**config.mk**
```make
export PLATFORM = sky130hd
export DESIGN_NAME = twostage_wdt
export DESIGN_NICKNAME = d
export VERILOG_FILES = /design/src/rtl/wdt_pkg.sv /design/src/rtl/wdt_timebase.sv /design/src/rtl/wdt_interval.sv /design/src/rtl/wdt_stage.sv /design/src/rtl/wdt_regs.sv /design/src/rtl/twostage_wdt.sv
export SDC_FILE = /design/constraint.sdc
export NUM_CORES = 1
export LEC_CHECK = 0
export CAP_MARGIN = 20
export CELL_PAD_IN_SITES_DETAIL_PLACEMENT = 0
export CELL_PAD_IN_SITES_GLOBAL_PLACEMENT = 1
export CORE_ASPECT_RATIO = 1.1
export CORE_MARGIN = 2
export CORE_UTILIZATION = 41
export DETAILED_ROUTE_END_ITERATION = 10
export PLACE_DENSITY_LB_ADDON = 0.12
export SYNTH_ARGS = -nofsm -noshare
export SYNTH_HDL_FRONTEND = slang
export SYNTH_HIERARCHICAL = 1
export SYNTH_SLANG_ARGS = --single-unit
```
**constraint.sdc**
```tcl
create_clock -name clk -period 3.59 [get_ports clk]
set_input_delay 0.359 -clock clk [delete_from_list [all_inputs] [get_ports clk]]
set_output_delay 0.359 -clock clk [all_outputs]
set_load 0.05 [all_outputs]
```
**src/rtl/wdt_pkg.sv**
```systemverilog
package wdt_pkg;
   localparam int unsigned DATA_W     = 32;
   localparam int unsigned WORD_CTRLA = 0;
   localparam int unsigned WORD_CTRLB = 1;
   localparam int unsigned WORD_TBASE = 2;
   localparam int unsigned BIT_RSTAT  = 3;
   localparam int unsigned BIT_STATE  = 2;
   localparam int unsigned BIT_ENA    = 1;
   localparam int unsigned BIT_ENB    = 0;
endpackage

```
**src/rtl/wdt_timebase.sv**
```systemverilog
module wdt_timebase #(
   parameter int unsigned TB_W = 32
) (
   input  logic            clk,
   input  logic            rst_n,
   output logic [TB_W-1:0] tb_o
);
   logic [TB_W-1:0] tb_q;
   logic            vld_q;

   always_ff @(posedge clk or negedge rst_n) begin
      if (!rst_n) begin
         tb_q  <= '0;
         vld_q <= 1'b0;
      end else begin
         tb_q  <= tb_q + 1'b1;
         vld_q <= 1'b1;
      end
   end

   assign tb_o = tb_q;

   assert_tb_moves_R7: assert property (@(posedge clk) disable iff (!rst_n)
      vld_q |-> (tb_q != $past(tb_q)));
endmodule

```
**src/rtl/wdt_interval.sv**
```systemverilog
module wdt_interval #(
   parameter int unsigned INTERVAL_EXP = 16
) (
   input  logic clk,
   input  logic rst_n,
   input  logic run_i,
   input  logic restart_i,
   output logic expire_o
);
   localparam logic [INTERVAL_EXP-1:0] LAST = '1;

   logic [INTERVAL_EXP-1:0] cnt_q;

   always_ff @(posedge clk or negedge rst_n) begin
      if (!rst_n)                  cnt_q <= '0;
      else if (!run_i || restart_i) cnt_q <= '0;
      else                         cnt_q <= cnt_q + 1'b1;
   end

   assign expire_o = run_i && (cnt_q == LAST) && !restart_i;

   assert_idle_hold_R3: assert property (@(posedge clk) disable iff (!rst_n)
      !run_i |=> (cnt_q == '0));
endmodule

```
**src/rtl/wdt_stage.sv**
```systemverilog
module wdt_stage #(
   parameter bit RST_HOLD = 1'b0
) (
   input  logic clk,
   input  logic rst_n,
   input  logic expire_i,
   input  logic clr_state_i,
   input  logic clr_rstat_i,
   output logic state_o,
   output logic rstat_o,
   output logic rst_o
);
   logic state_q;
   logic rstat_q;
   logic rst_q;
   logic fire;

   assign fire = expire_i && state_q;

   always_ff @(posedge clk or negedge rst_n) begin
      if (!rst_n) begin
         state_q <= 1'b0;
         rstat_q <= 1'b0;
      end else begin
         if (clr_state_i)   state_q <= 1'b0;
         else if (expire_i) state_q <= 1'b1;
         if (clr_rstat_i)   rstat_q <= 1'b0;
         else if (fire)     rstat_q <= 1'b1;
      end
   end

   generate
      if (RST_HOLD) begin : g_hold
         always_ff @(posedge clk or negedge rst_n) begin
            if (!rst_n) rst_q <= 1'b0;
            else        rst_q <= rst_q | fire;
         end
         assert_rst_hold_R8: assert property (@(posedge clk) disable iff (!rst_n)
            rst_q |=> rst_q);
      end else begin : g_pulse
         always_ff @(posedge clk or negedge rst_n) begin
            if (!rst_n) rst_q <= 1'b0;
            else        rst_q <= fire;
         end
         assert_rst_pulse_R8: assert property (@(posedge clk) disable iff (!rst_n)
            rst_q |=> !rst_q);
      end
   endgenerate

   assign state_o = state_q;
   assign rstat_o = rstat_q;
   assign rst_o   = rst_q;

   assert_rst_after_state_R5: assert property (@(posedge clk) disable iff (!rst_n)
      $rose(rst_q) |-> $past(state_q));
   assert_rstat_with_rst_R5: assert property (@(posedge clk) disable iff (!rst_n)
      $rose(rstat_q) |-> rst_q);
endmodule

```
**src/rtl/wdt_regs.sv**
```systemverilog
module wdt_regs
   import wdt_pkg::*;
#(
   parameter bit          ENABLE_ONCE = 1'b0,
   parameter int unsigned ADDR_W      = 4,
   parameter int unsigned TB_W        = 32
) (
   input  logic              clk,
   input  logic              rst_n,
   input  logic              bus_wr,
   input  logic [ADDR_W-1:0] bus_addr,
   input  logic [DATA_W-1:0] bus_wdata,
   output logic [DATA_W-1:0] bus_rdata,
   input  logic              state_i,
   input  logic              rstat_i,
   input  logic [TB_W-1:0]   tb_i,
   output logic              ena_o,
   output logic              enb_o,
   output logic              clr_state_o,
   output logic              clr_rstat_o,
   output logic              restart_o
);
   localparam int unsigned WIDX_W = ADDR_W - 2;

   logic [WIDX_W-1:0] widx;
   logic              hit_a;
   logic              hit_b;
   logic              lock;
   logic              ena_q;
   logic              enb_q;
   logic [DATA_W-1:0] tb_ext;
   logic              unused_bits;

   assign widx        = bus_addr[ADDR_W-1:2];
   assign unused_bits = ^{bus_addr[1:0], bus_wdata[DATA_W-1:4]};
   assign hit_a       = bus_wr && (widx == WIDX_W'(WORD_CTRLA));
   assign hit_b       = bus_wr && (widx == WIDX_W'(WORD_CTRLB));

   assign clr_state_o = hit_a && bus_wdata[BIT_STATE];
   assign clr_rstat_o = hit_a && bus_wdata[BIT_RSTAT];
   assign restart_o   = clr_state_o || clr_rstat_o;

   generate
      if (ENABLE_ONCE) begin : g_once
         logic started_q;
         always_ff @(posedge clk or negedge rst_n) begin
            if (!rst_n) started_q <= 1'b0;
            else        started_q <= started_q | (ena_q & enb_q);
         end
         assign lock = started_q;
         assert_lock_a_R9: assert property (@(posedge clk) disable iff (!rst_n)
            (started_q && ena_q) |=> ena_q);
         assert_lock_b_R9: assert property (@(posedge clk) disable iff (!rst_n)
            (started_q && enb_q) |=> enb_q);
      end else begin : g_free
         assign lock = 1'b0;
      end
   endgenerate

   always_ff @(posedge clk or negedge rst_n) begin
      if (!rst_n) begin
         ena_q <= 1'b0;
         enb_q <= 1'b0;
      end else begin
         if (hit_a) ena_q <= bus_wdata[BIT_ENA] | (lock & ena_q);
         if (hit_b) enb_q <= bus_wdata[BIT_ENB] | (lock & enb_q);
      end
   end

   generate
      if (TB_W < DATA_W) begin : g_tb_pad
         assign tb_ext = {{(DATA_W-TB_W){1'b0}}, tb_i};
      end else begin : g_tb_full
         assign tb_ext = tb_i;
      end
   endgenerate

   always_comb begin
      bus_rdata = '0;
      case (widx)
         WIDX_W'(WORD_CTRLA): begin
            bus_rdata[BIT_RSTAT] = rstat_i;
            bus_rdata[BIT_STATE] = state_i;
            bus_rdata[BIT_ENA]   = ena_q;
            bus_rdata[BIT_ENB]   = enb_q;
         end
         WIDX_W'(WORD_CTRLB): bus_rdata[BIT_ENB] = enb_q;
         WIDX_W'(WORD_TBASE): bus_rdata = tb_ext;
         default: bus_rdata = '0;
      endcase
   end

   assign ena_o = ena_q;
   assign enb_o = enb_q;
endmodule

```
**src/rtl/twostage_wdt.sv**
```systemverilog
module twostage_wdt
   import wdt_pkg::*;
#(
   parameter int unsigned INTERVAL_EXP = 16,
   parameter int unsigned TB_W         = 32,
   parameter int unsigned ADDR_W       = 4,
   parameter bit          ENABLE_ONCE  = 1'b0,
   parameter bit          RST_HOLD     = 1'b0
) (
   input  logic              clk,
   input  logic              rst_n,
   input  logic              bus_wr,
   input  logic [ADDR_W-1:0] bus_addr,
   input  logic [31:0]       bus_wdata,
   output logic [31:0]       bus_rdata,
   output logic              irq_o,
   output logic              wdt_rst_o
);
   generate
      if (INTERVAL_EXP < 1 || INTERVAL_EXP > 31) begin : g_bad_exp
         $error("INTERVAL_EXP must lie in 1..31");
      end
      if (TB_W < 2 || TB_W > DATA_W) begin : g_bad_tb
         $error("TB_W must lie in 2..32");
      end
      if (ADDR_W < 4) begin : g_bad_addr
         $error("ADDR_W must be at least 4 to reach the timebase word");
      end
   endgenerate

   logic [TB_W-1:0] tb;
   logic ena, enb, run, restart, expire;
   logic clr_state, clr_rstat, state, rstat;

   assign run = ena & enb;

   wdt_timebase #(.TB_W(TB_W)) u_tbase (
      .clk (clk), .rst_n (rst_n), .tb_o (tb)
   );

   wdt_interval #(.INTERVAL_EXP(INTERVAL_EXP)) u_ivl (
      .clk (clk), .rst_n (rst_n), .run_i (run),
      .restart_i (restart), .expire_o (expire)
   );

   wdt_stage #(.RST_HOLD(RST_HOLD)) u_stage (
      .clk (clk), .rst_n (rst_n), .expire_i (expire),
      .clr_state_i (clr_state), .clr_rstat_i (clr_rstat),
      .state_o (state), .rstat_o (rstat), .rst_o (wdt_rst_o)
   );

   wdt_regs #(.ENABLE_ONCE(ENABLE_ONCE), .ADDR_W(ADDR_W), .TB_W(TB_W)) u_regs (
      .clk (clk), .rst_n (rst_n), .bus_wr (bus_wr), .bus_addr (bus_addr),
      .bus_wdata (bus_wdata), .bus_rdata (bus_rdata),
      .state_i (state), .rstat_i (rstat), .tb_i (tb),
      .ena_o (ena), .enb_o (enb), .clr_state_o (clr_state),
      .clr_rstat_o (clr_rstat), .restart_o (restart)
   );

   assign irq_o = state;

   assert_irq_rise_R4: assert property (@(posedge clk) disable iff (!rst_n)
      $rose(irq_o) |-> $past(run));
endmodule

```
---- Yosys cells after proc, flatten, opt, wreduce, memory -nomap -nowiden ----
Index checks and enable logic that the tools add are counted.
cells by class
  add/sub/neg operators ................... 2
  eq/ne operators ......................... 3
  muxes and demuxes ....................... 8
  bitwise gates (word level) .............. 1
  reductions and logical operators ........ 15
operators by type and width
  kind                                                  number
  adder 32 x 1 -> 32 bit (second input constant)        1
  two-way mux 28 bit                                    1
  adder 16 x 1 -> 16 bit (second input constant)        1
  equality test 16 bit (second input constant)          1
  two-way mux 16 bit                                    1
  logical AND 1 bit                                     7
  one-hot mux 3 bit (2 select lines)                    1
  two-way mux 1 bit                                     4
  nonzero test 2 bit                                    2
  equality test 2 x 1 -> 1 bit (second input constant)  1
  equality test 2 bit (second input constant)           1
  logical NOT 1 bit                                     2
  logical NOT 2 bit                                     1
  logical OR 1 bit                                      2
  one-hot mux 1 bit (2 select lines)                    1
  OR reduction 2 bit                                    1
  bitwise AND 1 bit                                     1
word-level totals
  register bits ........................... 53
  word-level logic and storage cells ...... 36

---- Logic depth before layout (Yosys ltp) ----
Gate-level depths: netlist (run 1).
  depth after elaboration ................. 9
  mapped depth ............................ 8
  depth with buffers taken out ............ 7

---- By module ----
The synthesis (run 1) kept the hierarchy.
modules (own cells, without submodules)
  module        instances  cells an instance  area each (sq um)
  wdt_timebase  1          127                1478.9
  wdt_interval  1          83                 817.0
  wdt_regs      1          51                 451.7
  wdt_stage     1          8                  98.8
  twostage_wdt  1          1                  6.3

---- Worst setup path before layout (run 1) ----
OpenSTA, ideal clock, no wires.
  path type ............................... reg2out
  start ................................... reg u_stage.state_q, in the netlist u_stage/state_o
  end ..................................... out bus_rdata[2]
  arrival ................................. 1.443 ns
  required time ........................... 3.231 ns
  setup slack ............................. 1.788 ns
  stages on the path, launching flop included .. 3
  path buffers ............................ 0
  path through ............................ dfrtp_1 > mux2i_1 > nor2_1
between the ends
  cells in the longest elaborated chain, start to end .. 1
RTL lines
  what                                RTL line            text
  from (decl)                         wdt_stage.sv:13     logic state_q;
  from (signal assigned)              wdt_stage.sv:22     state_q <= 1'b0;
  from (signal assigned)              wdt_stage.sv:25     if (clr_state_i) state_q <= 1'b0;
  from (signal assigned)              wdt_stage.sv:26     else if (expire_i) state_q <= 1'b1;
  one-hot mux 3 bit (2 select lines)  wdt_regs.sv:80      case (widx)
  to (decl)                           twostage_wdt.sv:15  output logic [31:0] bus_rdata,
Every way passes these cells.

---- Final worst setup path (run 1) ----
  start ................................... in bus_addr[2]
  end ..................................... out bus_rdata[16]
between the ends
  cells in the longest elaborated chain, start to end .. 2
RTL lines
  what                 RTL line            text
  from (decl)          twostage_wdt.sv:13  input logic [ADDR_W-1:0] bus_addr,
  equality test 2 bit  wdt_regs.sv:80
  two-way mux 28 bit   wdt_regs.sv:80
Every way passes these cells.

==> results.yml, run 1 <==
pwr:
  power_mw: 1.01
  p_leak_nw: 1.46
  irDropWorstVdd_mv: 0.166
  powerDensity_mw_per_mm2: 298
worst_setup_path:
  arrival_ns: 2.49
  critPathKind: "input port to primary output"
  rr_worst_depth: 5
  r2r_start: "u_tbase/tb_o[0]"
  crit_required_ns: 3.23
  r2r_slack_ns: 1.68
  regToRegEndpoint: "u_tbase/tb_o[28]"
  startpoint_type: "input port"
  cp_max_fo: 28
  worst_setup_path_end_kind: "primary output"
sta:
  skew_ns: 0.00704
  rsz0062_at_grt: "false"
  slew_violations: 0
  fin_crit_sh_pct: 79.2
  max_freq_ghz: 0.352
  finalHoldViolations: 0
  fin_crit_ns: 2.84
  timing.hold.ws_ns: 0.182
  tightest_slew_ns: 0.914
  setup-tns-final_ns: 0
  finalSetupViolCount: 0
  maxSlewHeadroom_pct: 39.0
logic_synthesis:
  synth_area_mm2: 0.00285
  yosysSeqAreaShare_pct: 46.5
  yosys_warnings: 6
  synthCells: 270
  avgSynthCellArea_um2: 10.6
  ys_types: 41
  syn_nets: 311
  yosys_register_bits: 53
floorplan:
  start_util_pct: 42.8
  pin_count: 73
  design.core.area_mm2: 0.00667
  die_area_mm2: 0.00764
  die_h_um: 91.5
  die_x_um: 83.5
  rows: 31
global_routing:
  grt_max_degree: 41
  antenna_found_initial: 0
  grt_use_total_pct: 14.6
  grt_pass1_wl_um: 9240
  grt-ovfl-total: 0
  grt_pass1_vias: 2005
routing:
  routed_wl_um: 5200
  ant_nets: 0
  num_vias: 2012
  drc_errors: 0
  drtPass1Iterations: 4
  wl_per_cell_um: 13.2
  viasPerCell: 5.11
  dr.first_iter.drc_count: 59
job:
  maxCapViolations: 0
place:
  place_area_mm2: 0.00329
  dp.final_hpwl_um: 3600
  gp_congestion: 0.731
  io_buffers: 42
cells_and_area:
  n_antenna_cell: 0
  final_nets: 352
  drive_gt1_share_pct: 13.8
  final_cell_area_mm2: 0.00337
  area_growth_syn_to_layout_pct: 18.2
clock_tree:
  post-cts-setup-buffers: 0
  numClockSinks: 53
  clockBufferDepth: 2
  cts_tree: "done"
  cts_resized: 0
  cts_root_buf: "clkbuf_8"
  hold_buffers: 0
  cts_buffers: 5
  clock_latency_ns: 0.30
  clk_pin_slew_ns: 0.09
  cts_htree_levels: 2
run_status:
  run_status: "complete, no violations"
worst_hold_path:
  min_path_type: "input port to async pin"
[worst max-delay path by stage]
stage | start | depth (start not counted) | slack, ns | endpoint
after global routing | bus_addr[2] | 4 | 0.62 | bus_rdata[30]
after detailed placement | bus_addr[2] | 4 | 0.71 | bus_rdata[30]
final | bus_addr[2] | 4 | 0.75 | bus_rdata[16]
after global placement | bus_addr[2] | 4 | 0.73 | bus_rdata[17]
after CTS | bus_addr[2] | 4 | 0.71 | bus_rdata[30]
after floorplan | u_stage/state_o | 2 | 1.79 | bus_rdata[2]
[stage by stage]
step / instances / utilization, % / worst slack (ns)
after floorplan: 270 / - / 1.79
after global placement: 386 / 49.4 / 0.730
after detailed placement: 386 / 49.4 / 0.713
after CTS: 394 / 50.6 / 0.714
after global routing: 394 / 50.6 / 0.622
final: 394 / 50.6 / 0.746
[cell families after synthesis]
group	count (synthesis)	share of synthesized area (%)
buffers and inverters	19	4.43
AO/OA/AOI/OAI	19	3.82
multiplexers	8	2.89
flip-flops	53	46.5
AND/OR/NAND/NOR	136	31.4
XOR/XNOR	33	10.1
adder cells (fa/ha/maj)	2	0.877
[worst max-delay path, stage by stage]
cell and delay [ns]:
clkdlybuf4s50_1 0.55, nor2b_4 0.53, and2_4 0.23, clkdlybuf4s50_1 0.80
[power breakdown]
group / switching, mW / internal, mW
combinational: 0.0515 / 0.0271
clock: 0.179 / 0.139
sequential: 0.00573 / 0.604
[registers in the layout, indices dropped and copies added (netlist names)]
name and cells:
u_tbase/tb_o 32, u_regs/enb_o 1, u_stage/rst_o 1, u_stage/state_o 1, u_stage/rstat_o 1, u_regs/ena_o 1
u_ivl/cnt_q 16
[final cells by class]
class / count / area (um^2)
Inverter: 9 / 33.8
Clock buffer: 8 / 80.1
Fill cell: 631 / 3300
Multi-Input combinational cell: 198 / 1400
Tap cell: 82 / 103
Timing Repair Buffer: 44 / 430
Sequential cell: 53 / 1330
[routing by layer]
layer / global-route usage (%) / part of all wire [%] / vias to the layer above
met1: 18.1 / 46 / 951
met5: 0 / 0 / -
met4: 4.44 / 1.2 / 0
li1: - / - / 1012
met2: 25.4 / 49 / 43
met3: 3.09 / 3.9 / 6
[cells in the mapped netlist (all sizes together)]
library cell	count	area, um^2
and4	5	45.0
and2	33	258
a21oi	9	45.0
xor2	21	184
nand2b	5	31.3
or4	4	30.0
nor3	4	20.0
inv	9	33.8
o21a	1	7.51
dfrtp	53	1330
o21ai	4	20.0
ha	2	25.0
nand3b	1	7.51
o22ai	1	6.26
buf	10	92.6
nor2b	2	20.0
and3	3	18.8
nor3b	2	20.0
o31ai	4	30.0
nand2	17	63.8
nor4	14	134
or2	1	6.26
mux2	2	22.5
nor2	16	60.1
or3	5	36.3
xnor2	12	105
mux2i	6	60.1
nand3	18	100
nand4	6	43.8
[cells in the final DEF, fill, tap and decap left out, types with 6 or more instances in the layout]
cell type and count:
and2_1 12, inv_1 9, mux2i_1 6, and2_4 20
nand3_1 16, nor4_1 8, xor2_1 21, nand2_1 17
dfrtp_1 53, clkdlybuf4s50_1 41, nor2_1 16, xnor2_1 12
a21oi_1 9
Note: power is estimated with default switching activity, not from simulation.
==> run 2, diff against run 1 <==
- CORE_UTILIZATION: 41 -> 34
- clock period: 3.59 -> 2.4 ns (I/O delays scaled with it)
==> run 2 against run 1 <==
Design area up 10%. Worst hold slack better by 0.28 ns. Register-to-register slack got worse by 1.3 ns. Non-clock buffer count grew 4. Setup slack got worse by 0.32 ns. Sequential share of layout area shrank 3.7 points. Critical path depth grew 1. Sequential power increased by 50%. Count of clock-buffer cells in the layout decreased by 3. Critical endpoint is now u_tbase/tb_o[28]. Highest routed layer unchanged.
==> results.yml, run 2 (same netlist as run 1, synthesis figures left out) <==
place:
  io_buffers: 42
  gp_congestion: 0.723
  pre_cts_ws_ns: 0.432
  place_area_mm2: 0.00363
  dp.final_hpwl_um: 3930
cells_and_area:
  final_common_cell: "dfrtp_1"
  nFillCells: 781
  final_nets: 356
  drive_gt1_share_pct: 25.2
  layout_common_cells: "53 x dfrtp_1, 29 x buf_12, 21 x xor2_1"
  n_antenna_cell: 0
  area_growth_syn_to_layout_pct: 30.4
  largest_reg_flops: 32
  final_cell_area_mm2: 0.00372
routing:
  num_vias: 2007
  drc_errors: 0
  viasPerCell: 4.72
  routed_wl_um: 5520
  dr.first_iter.drc_count: 71
  wl_per_cell_um: 13.0
  drtPass1Iterations: 4
  ant_nets: 0
global_routing:
  grt_pass1_wl_um: 9740
  grt_pass1_vias: 1999
  grt_max_degree: 30
  grt-ovfl-total: 0
  grt_use_total_pct: 13.1
  antenna_found_initial: 0
clock_tree:
  numClockSinks: 53
  hold_buffers: 1
  cts_tree: "done"
  clockBufferDepth: 2
  cts_buffers: 5
  cts_htree_levels: 2
  cts_resized: 0
  cts_root_buf: "clkbuf_8"
  post-cts-setup-buffers: 0
  clk_pin_slew_ns: 0.09
  clock_latency_ns: 0.30
floorplan:
  start_util_pct: 34.5
  die_h_um: 100
  design.core.area_mm2: 0.00828
  pin_count: 73
  die_x_um: 91.3
  rows: 35
  die_area_mm2: 0.00914
sta:
  fin_crit_sh_pct: 82.4
  rsz0062_at_grt: "false"
  slew_violations: 0
  finalHoldViolations: 0
  tightest_slew_ns: 0.610
  finalSetupViolCount: 0
  skew_ns: 0.00824
  max_freq_ghz: 0.506
  worst_slack_ns: 0.422
  fin_crit_ns: 1.98
  setup-tns-final_ns: 0
  maxSlewHeadroom_pct: 59.2
worst_setup_path:
  startpoint_type: "flip-flop"
  crit_required_ns: 2.63
  r2r_start: "u_tbase/tb_o[0]"
  cp_max_fo: 10
  critPathLaunch: "u_tbase/tb_o[0]"
  worst_setup_path_end_kind: "flip-flop"
  arrival_ns: 2.21
  rr_worst_depth: 5
  r2r_slack_ns: 0.42
  critPathKind: "flip-flop to flip-flop"
  regToRegEndpoint: "u_tbase/tb_o[28]"
job:
  maxCapViolations: 0
pwr:
  irDropWorstVdd_mv: 0.231
  powerDensity_mw_per_mm2: 407
  p_leak_nw: 1.63
worst_hold_path:
  holdPathStages: 1
  min_path_type: "flip-flop to flip-flop"
  hold_path.startpoint: "u_tbase/tb_o[31]"
  whs_endpoint: "u_tbase/tb_o[31]"
run_status:
  run_status: "complete, no violations"
run 2: changes by cell type in the layout (fill, tap and decap cells not counted):
| cell | change |
|---|---|
| buf_12 | +29 |
| buf_4 | +6 |
| clkdlybuf4s50_1 | -32 |
| clkbuf_1 | -3 |
| dlygate4sd3_1 | +1 |
| clkinv_2 | +1 |
run 2: layout make-up:
type	instances	area [um^2]	area share, %
clock buffers	5	68.8	1.85
inverters	9	33.8	0.908
flip-flops and latches	53	1330	35.7
clock inverters	1	5.00	0.135
multi-input cells	198	1400	37.7
well taps	111	139	3.73
repair buffers	48	746	20.1
run 2: worst max-delay path by stage:
stage | cells past startpoint | slack [ns] | end
after global placement | 8 | 0.45 | u_stage/rstat_o
final | 5 | 0.42 | u_tbase/tb_o[28]
after CTS | 5 | 0.43 | u_tbase/tb_o[28]
after floorplan | 2 | 0.72 | bus_rdata[2]
after global routing | 5 | 0.25 | u_tbase/tb_o[26]
after detailed placement | 8 | 0.43 | u_stage/rstat_o
run 2: power breakdown:
part / switching [mW] / internal (mW)
registers: 0.00786 / 0.903
logic: 0.0823 / 0.0520
clock network: 0.276 / 0.193
run 2: metrics by stage:
step | power [mW] | util [%] | hold slack [ns] | cells
6_report | 1.51 | 44.9 | 0.461 | 425
5_1_grt | 1.59 | 44.9 | 0.494 | 425
4_1_cts | 1.54 | 44.9 | 0.467 | 425
3_5_place_dp | 1.07 | 43.9 | 0.293 | 418
3_3_place_gp | 1.06 | 43.9 | 0.294 | 418
2_1_floorplan | 1.00 | - | -0.0556 | 270
run 2: routing by layer:
metal  up-vias  wire length, um  GRT usage (%)
met5         -                0              0
met4         0               65           3.50
met3         5              229           2.85
met2        43             2650           22.1
met1       947             2580           17.1
li1       1012                -              -
run 2: critical path: stages, from the launching register on:
cell and delay, ns:
dfrtp_1 0.44, ha_1 0.27, nand3_1 0.13, or3_1 0.51, nor4_1 0.39, xor2_1 0.17
